===== src/rtl/rcs_pkg.sv =====
package rcs_pkg;
  localparam int DBG_BIT  = 5;
  localparam int SWR_BIT  = 4;
  localparam int STOP_LO  = 2;
  localparam int WAIT_LO  = 0;
  localparam int FLD_W    = 2;
  localparam int NUM_FLD  = 2;
  localparam int STAT_LO  = 2;   // status flags occupy bits 5:2
  localparam int STAT_W   = 4;   // {sw, wdog, ext, por}
  localparam logic [STAT_W-1:0] STAT_POR_ONLY = 4'b0001;

  typedef struct packed {
    logic ctrlWe;   // write control register this edge
    logic statWe;   // write status register this edge
    logic hold;     // non-power-on reset active
    logic rdStat;   // read mux selects status
  } strobe_t;
endpackage


===== src/rtl/rcs_mode_field.sv =====
module rcs_mode_field
  import rcs_pkg::*;
(
  input  logic             clk,
  input  logic             porRst,
  input  logic             clr,
  input  logic             we,
  input  logic [FLD_W-1:0] din,
  output logic [FLD_W-1:0] fld,
  output logic             allowed
);
  logic locked;
  assign locked  = fld[FLD_W-1];
  assign allowed = (fld == '0);

  always_ff @(posedge clk or posedge porRst) begin
    if (porRst)                fld <= '0;
    else if (clr)              fld <= '0;
    else if (we && !locked)    fld <= din;
  end

  // a locked field keeps its value until a reset
  a_r3_r4_lock_hold: assert property (@(posedge clk) disable iff (porRst)
    (fld[FLD_W-1] && !clr) |=> (fld == $past(fld)));

  // clear during system reset
  a_r1_clear: assert property (@(posedge clk) disable iff (porRst)
    clr |=> (fld == '0));
endmodule


===== src/rtl/rcs_ctrl.sv =====
module rcs_ctrl
  import rcs_pkg::*;
#(
  parameter int AddrW    = 1,
  parameter int CtrlAddr = 0,
  parameter int StatAddr = 1
)(
  input  logic             clk,
  input  logic             porRst,
  input  logic             sysRst,
  input  logic             sel,
  input  logic             wr,
  input  logic [AddrW-1:0] addr,
  input  logic             swBit,
  output strobe_t          strb,
  output logic             swRstReq
);
  localparam logic [AddrW-1:0] CtrlA = AddrW'(CtrlAddr);
  localparam logic [AddrW-1:0] StatA = AddrW'(StatAddr);

  logic busWe;
  assign busWe       = sel && wr && !sysRst;
  assign strb.ctrlWe = busWe && (addr == CtrlA);
  assign strb.statWe = busWe && (addr == StatA);
  assign strb.hold   = sysRst;
  assign strb.rdStat = (addr == StatA);

  logic swReqQ;
  always_ff @(posedge clk or posedge porRst) begin
    if (porRst) swReqQ <= 1'b0;
    else        swReqQ <= strb.ctrlWe && swBit;
  end
  assign swRstReq = swReqQ;

  // a request only follows a bus write of the previous cycle
  a_r6_req_after_write: assert property (@(posedge clk) disable iff (porRst)
    $rose(swReqQ) |-> $past(sel && wr && !sysRst));

  // never both registers in one write
  a_r11_one_target: assert property (@(posedge clk) disable iff (porRst)
    $onehot0({strb.ctrlWe, strb.statWe}));
endmodule


===== src/rtl/rcs_dp.sv =====
module rcs_dp
  import rcs_pkg::*;
#(
  parameter int DataW = 16
)(
  input  logic             clk,
  input  logic             porRst,
  input  strobe_t          strb,
  input  logic [DataW-1:0] wdata,
  input  logic             extCause,
  input  logic             wdogCause,
  input  logic             swCause,
  input  logic             tapEn,
  input  logic             stopReq,
  input  logic             waitReq,
  output logic [DataW-1:0] rdata,
  output logic             dbgClkOn,
  output logic             stopAllowed,
  output logic             waitAllowed,
  output logic             stopEnter,
  output logic             waitEnter
);
  logic [FLD_W-1:0] modeFld [NUM_FLD];
  logic [NUM_FLD-1:0] modeOk;
  logic dbgQ;
  logic [STAT_W-1:0] statQ;

  // index 0 = stop field, index 1 = wait field
  for (genvar gi = 0; gi < NUM_FLD; gi++) begin : g_fld
    localparam int Lo = (gi == 0) ? STOP_LO : WAIT_LO;
    rcs_mode_field u_fld (
      .clk     (clk),
      .porRst  (porRst),
      .clr     (strb.hold),
      .we      (strb.ctrlWe),
      .din     (wdata[Lo +: FLD_W]),
      .fld     (modeFld[gi]),
      .allowed (modeOk[gi])
    );
  end

  always_ff @(posedge clk or posedge porRst) begin
    if (porRst)           dbgQ <= 1'b0;
    else if (strb.hold)   dbgQ <= 1'b0;
    else if (strb.ctrlWe) dbgQ <= wdata[DBG_BIT];
  end

  always_ff @(posedge clk or posedge porRst) begin
    if (porRst)           statQ <= STAT_POR_ONLY;
    else if (strb.hold)   statQ <= statQ | {swCause, wdogCause, extCause, 1'b0};
    else if (strb.statWe) statQ <= statQ & ~wdata[STAT_LO +: STAT_W];
  end

  assign dbgClkOn    = dbgQ || tapEn;
  assign stopAllowed = modeOk[0];
  assign waitAllowed = modeOk[1];
  assign stopEnter   = stopReq && modeOk[0];
  assign waitEnter   = waitReq && modeOk[1];

  always_comb begin
    rdata = '0;
    if (strb.rdStat) begin
      rdata[STAT_LO +: STAT_W] = statQ;
    end else begin
      rdata[DBG_BIT]            = dbgQ;
      rdata[STOP_LO +: FLD_W]   = modeFld[0];
      rdata[WAIT_LO +: FLD_W]   = modeFld[1];
    end
  end

  logic unusedBits;
  assign unusedBits = ^{wdata[DataW-1:STAT_LO+STAT_W], wdata[SWR_BIT]};

  // a system reset never clears a flag
  a_r9_sticky: assert property (@(posedge clk) disable iff (porRst)
    strb.hold |=> ((statQ & $past(statQ)) == $past(statQ)));

  // status is stable without reset or write
  a_r10_stable: assert property (@(posedge clk) disable iff (porRst)
    (!strb.hold && !strb.statWe) |=> (statQ == $past(statQ)));

  // only power-on sets the power-on flag
  a_r8_por_only: assert property (@(posedge clk) disable iff (porRst)
    !statQ[0] |=> !statQ[0]);
endmodule


===== src/rtl/rcs_regs.sv =====
module rcs_regs
  import rcs_pkg::*;
#(
  parameter int DataW = 16,
  parameter int AddrW = 1
)(
  input  logic             clk,
  input  logic             porRst,
  input  logic             sysRst,
  input  logic             extCause,
  input  logic             wdogCause,
  input  logic             swCause,
  input  logic             sel,
  input  logic             wr,
  input  logic [AddrW-1:0] addr,
  input  logic [DataW-1:0] wdata,
  output logic [DataW-1:0] rdata,
  input  logic             tapEn,
  input  logic             stopReq,
  input  logic             waitReq,
  output logic             dbgClkOn,
  output logic             swRstReq,
  output logic             stopAllowed,
  output logic             waitAllowed,
  output logic             stopEnter,
  output logic             waitEnter
);
  strobe_t strb;

  rcs_ctrl #(.AddrW(AddrW)) u_ctrl (
    .clk      (clk),
    .porRst   (porRst),
    .sysRst   (sysRst),
    .sel      (sel),
    .wr       (wr),
    .addr     (addr),
    .swBit    (wdata[SWR_BIT]),
    .strb     (strb),
    .swRstReq (swRstReq)
  );

  rcs_dp #(.DataW(DataW)) u_dp (
    .clk         (clk),
    .porRst      (porRst),
    .strb        (strb),
    .wdata       (wdata),
    .extCause    (extCause),
    .wdogCause   (wdogCause),
    .swCause     (swCause),
    .tapEn       (tapEn),
    .stopReq     (stopReq),
    .waitReq     (waitReq),
    .rdata       (rdata),
    .dbgClkOn    (dbgClkOn),
    .stopAllowed (stopAllowed),
    .waitAllowed (waitAllowed),
    .stopEnter   (stopEnter),
    .waitEnter   (waitEnter)
  );
endmodule


===== config.mk =====
export PLATFORM = sky130hd
export DESIGN_NAME = rcs_regs
export DESIGN_NICKNAME = d
export VERILOG_FILES = /design/src/rtl/rcs_pkg.sv /design/src/rtl/rcs_mode_field.sv /design/src/rtl/rcs_ctrl.sv /design/src/rtl/rcs_dp.sv /design/src/rtl/rcs_regs.sv
export SDC_FILE = /design/constraint.sdc
export NUM_CORES = 1
export LEC_CHECK = 0
export BUFFER_PORTS_ARGS = -buffer_cell sky130_fd_sc_hd__buf_2
export CAP_MARGIN = 20
export CORE_UTILIZATION = 27
export DETAILED_ROUTE_END_ITERATION = 10
export GPL_ROUTABILITY_DRIVEN = 0
export SYNTH_ARGS = -nofsm -noshare
export SYNTH_HDL_FRONTEND = slang
export SYNTH_SLANG_ARGS = --single-unit

===== constraint.sdc =====
create_clock -name clk -period 1.1 [get_ports clk]
set_clock_uncertainty 0.1 [all_clocks]
set_input_delay 0.165 -clock clk [delete_from_list [all_inputs] [get_ports clk]]
set_output_delay 0.165 -clock clk [all_outputs]
set_load 0.05 [all_outputs]

## After elaboration in Yosys (flattened, before gate mapping)

Index checks and enable logic that the tools add are counted.

| cells by class | value |
|---|---|
| mux-type cells | 12 |
| bitwise operators | 4 |
| reduce and logical (&&, ||, !) cells | 19 |

Operators by type and width:

| cell | count |
|---|---|
| 2-bit two-way mux | 6 |
| 1-bit logical AND | 9 |
| 4-bit two-way mux | 2 |
| 2-bit nonzero test | 4 |
| 4-bit AND | 1 |
| 2-bit logical NOT | 2 |
| 1-bit two-way mux | 4 |
| 4-bit NOT | 1 |
| 4-bit OR | 1 |
| 1-bit logical NOT | 3 |
| 1-bit logical OR | 1 |
| 1-bit NOT | 1 |

| word-level totals | value |
|---|---|
| bits in registers | 10 |
| input bits | 28 |
| output and inout port bits | 22 |
| logic and storage cells | 40 |

## Longest topological paths before layout

| logic depth | value |
|---|---|
| depth after elaboration | 6 |
| gate-level depth with buffers | 4 |
| depth with buffers taken out | 3 |

## Modules after synthesis

From an unflattened synthesis, not the netlist that was laid out.

| second synthesis, totals | value |
|---|---|
| cell total of the unflattened synthesis | 64 |
| area, all modules | 624.3 sq um |

Modules (own cells, without submodules):

| module | times used | cells an instance | area each (sq um) | sequential area each (sq um) |
|---|---|---|---|---|
| rcs_dp | 1 | 36 | 346.6 | 126.4 |
| rcs_mode_field | 2 | 10 | 100.1 | 50.0 |
| rcs_ctrl | 1 | 8 | 77.6 | 25.0 |

## Worst setup path after synthesis

No wires, ideal clock.

| path | value |
|---|---|
| kind | register to output |
| from | reg u_dp.g_fld[0].u_fld.fld[1] |
| to | out stopEnter |
| arrival time | 1.600 ns |
| required time | 0.835 ns |
| setup slack | -0.765 ns |
| stages on the path, launching flop included | 3 |
| path buffers | 0 |
| cells stage by stage | dfrtp_1 > nor2_1 > and2_1 |

| on the way | value |
|---|---|
| longest elaborated chain between the ends | 2 |

RTL lines:

| element | line | RTL |
|---|---|---|
| from (decl) | rcs_mode_field.sv:9 | `output logic [FLD_W-1:0] fld,` |
| from (signal assigned) | rcs_mode_field.sv:19 | `else if (we && !locked) fld <= din;` |
| 2-bit logical NOT | rcs_mode_field.sv:14 | `assign allowed = (fld == '0);` |
| named net stopAllowed | rcs_regs.sv:23 | `output logic stopAllowed,` |
| 1-bit logical AND | rcs_dp.sv:57 | `assign stopEnter = stopReq && modeOk[0];` |
| to (decl) | rcs_regs.sv:25 | `output logic stopEnter,` |

The timed path passes the listed nets, and every way through them passes these cells.

## Worst setup path after layout

| path | value |
|---|---|
| from | reg u_dp.g_fld[0].u_fld.fld[1] |
| to | out rdata[3] |

| on the way | value |
|---|---|
| longest elaborated chain between the ends | 1 |

RTL lines:

| element | line | RTL |
|---|---|---|
| 2-bit two-way mux | rcs_dp.sv:62 | `if (strb.rdStat) begin` |
| to (decl) | rcs_regs.sv:17 | `output logic [DataW-1:0] rdata,` |

Every way passes these cells.

==> summary.md <==
The die outline area is 2390 µm². The global route total overflow was 0. In the synthesized netlist the dominant register cell turns out to be dfrtp_1. The run gives 0.121 as the aggregate global-route resource usage. The largest delay contributor family on the critical path was flip-flops.

After clock tree synthesis, the clock-pin slew on the worst setup and hold paths is 0.06 ns. The first global-routing pass estimated 2.15 mm of wire. Across the run, the number of max-cap violations was 0. Dividing the detail-routed wire length by the instance count gives 10.8 µm.

The logs give 0 for the number of antenna violations at the first check in global routing and 0 for the max-slew violation total from the final report. The adder-cell share of the synthesized area was 0. The final reports fail on negative setup slack. The synthesized netlist contains 22 unique library cells. The finished layout holds 129 standard cells, fillers aside. The number of synthesized flops with an enable pin was 0; the fraction of synthesized area in multiplexers was 0.0568.

On the worst path, the slowest cell contributes a delay of 0.45 ns. The detailed router's first-iteration violation count is 3, and the initial cell density of the core is 0.294. The compound-cell area share of the yosys netlist is 0.128. The die is 48.9 µm wide. The layout has 205 filler cells.

The fraction of synthesized cell area taken by the top area cell type is 0.379, and the number of instances in the placed design is 117. The worst-case IR drop observed on VDD is 0.450 mV. Among all stages on the critical path, the largest delay is contributed by dfrtp_2. The sequential fraction of the synthesis area came out at 0.423. The routed via count divided by cell count was 4.32; the area occupied by multi-input gates was 299 µm². The post-synthesis simple-gate area fraction was 0.208.

The logs give 0.27 ns for the worst-skew pair later-pin latency and 0.0220 ns for the worst hold slack. For this run, the number of Yosys warnings is 0. After detailed routing, the number of remaining DRC violations is 0.

The CTS sink count came out at 10. The flow ran to the end, but the final reports show violations. In this run the remaining antenna-violating nets after routing total 0. The synthesized netlist cell count came out at 59.

The tools report the summed instance area of the synthesized netlist as 594 µm². Of all nets on the critical path, the largest fanout is 4. The path category of the worst min-delay check is primary input to flop. The area inside the core boundary is 2020 µm². Sorting the synthesized cells by how often they occur yields buf_4, dfrtp_1, a21oi_1. In this run, CTS created clock tree buffers numbering 3. Counting flops and latches in the post-synthesis netlist gives 10. The overall routed net length is 1.39 mm, and the required time of the critical path is 0.83 ns. The setup slack after layout is -0.321 ns, and the via count is 557. The minimum clock period after layout was 1.42 ns; the maximum clock insertion buffer count was 2. Share of final-layout standard cells stronger than drive strength 1: 0.559. Cell accounting for the most synthesized area: dfrtp_1. The pin count of the biggest net entering global routing is 11, and the final clock period utilization by the worst path is 1.29.

Power density normalized to cell area: 1060 nW/µm². Overall power consumption after layout is estimated at 1030 µW. In this run the clock root is driven by a clkbuf_4. Across the whole layout, storage elements account for 253 µm². Highest attainable clock frequency: 704 MHz. The floorplan has 16 rows. The vertical extent of the die came out at 48.9 µm. Each instance of the synthesized netlist takes up on average 10.1 µm². At the end of the flow, the number of nets in the layout was 131. Critical path class: flop to primary output. The critical path goes through mux2_2 > buf_6. In this run the tool buffered the top-level ports with 29 buffer cells.

The sum of buffers and inverters on the critical path came out at 1. After synthesis, the cell types taking the most area are dfrtp_1, buf_4, mux2_2. The xor/xnor cell area share of the yosys netlist came out at 0.

Cell with the most instances after synthesis: buf_4. The number of primary I/O pins came out at 50. The number of antenna repair diodes is 0. The number of levels in the clock H-tree was 1; the fraction of registers with async set or reset after synthesis was 1.00. Via count of the first global-routing pass: 491. The logs give 0 for the number of hold-slack violations in the final timing report and 0.000487 µW for the leakage power. The final setup violation count is 11, and the number of search-and-repair iterations in the first detailed-routing pass is 4. Setup repair after global routing could not meet its margin everywhere. TritonCTS built the clock tree. The tools report the arrival time at the worst endpoint as 1.16 ns. The worst setup path is launched from a flop. The area growth from synthesis to layout is 63.2%. The worst setup path is captured at a primary output.

The dominant combinational cell family by area after synthesis was simple AND/OR/NAND/NOR gates.
-- path summary, 6_finish.rpt --
kind	start	endpoint	slack, ns	cells after the start
min	wdata[1]	u_dp.g_fld[1].u_fld.fld[1]	0.02	3
max	u_dp.g_fld[0].u_fld.fld[1]	rdata[3]	-0.32	2
max in group asynchronous	porRst	u_dp.statQ[0]	0.28	3
max reg2reg	u_dp.g_fld[0].u_fld.fld[1]	u_dp.g_fld[0].u_fld.fld[0]	0.07	3
min reg2reg	u_dp.statQ[0]	u_dp.statQ[0]	0.39	1
min in group asynchronous	porRst	u_dp.g_fld[1].u_fld.fld[1]	0.31	3
-- placed cells by master (no fill, tap or decap), types with 2 or more instances in the layout --
master / n
conb_1: 10
nor2_4: 2
buf_6: 6
o21ai_0: 3
a22o_1: 2
clkbuf_4: 3
a21oi_1: 6
and2_4: 3
buf_8: 6
inv_1: 2
dlygate4sd3_1: 4
buf_4: 9
and2b_2: 2
mux2_2: 2
dfrtp_1: 8
nand3b_1: 2
buf_2: 17
nand2_1: 3
-- power by group --
group | switching [µW] | internal (µW)
combinational | 224 | 142
clock | 133 | 141
sequential | 10.5 | 380
-- timing repair --
item,in CTS,in global routing
gates resized for setup,30,4
buffers inserted,1,3
endpoints found under the hold margin,12,0
setup endpoints to repair,12,11
pin swaps,5,1
gates cloned,0,0
hold buffers,4,0
-- tightest hold or removal path, delay by kind of cell --
family / cells / cell delay [ns]
buffers and inverters: 1 / 0.07
and+or+nand+nor: 1 / 0.07
AOI/OAI and AO/OA: 1 / 0.05
-- state kept, by name, summed over array words and instances, names as in the netlist --
signal	count
u_dp.dbgQ	1
u_ctrl.swRstReq	1
u_dp.statQ	4
u_dp.g_fld.u_fld.fld	4
-- logic make-up after synthesis --
family,after synthesis
buffers and inverters,14
flip-flops,10
multiplexers,3
AND/OR/NAND/NOR,18
other,1
AO/OA/AOI/OAI,13
-- through the flow --
stage	util	area [µm²]	setup slack (ns)	setup TNS, ns
2_1_floorplan	-	648	-0.160	-0.319
3_3_place_gp	0.379	767	-0.0799	-0.393
3_5_place_dp	0.379	767	-0.0697	-0.395
4_1_cts	0.461	932	-0.316	-2.50
5_1_grt	0.480	970	-0.343	-2.94
6_report	0.480	970	-0.321	-2.61
-- final cells by class --
cell class | count | share of cell area
clock buffer | 4 | 0.0271
inverter | 2 | 0.00774
multi-input combinational | 44 | 0.308
sequential | 10 | 0.261
tap | 27 | 0.0348
timing repair buffer | 42 | 0.361
-- routing by layer --
layer	global-route usage	wire (µm)
met4	0.0441	19
met2	0.199	697
met1	0.133	543
met5	0	0
met3	0.0592	130
No activity file was read; power rests on OpenSTA's default activity.
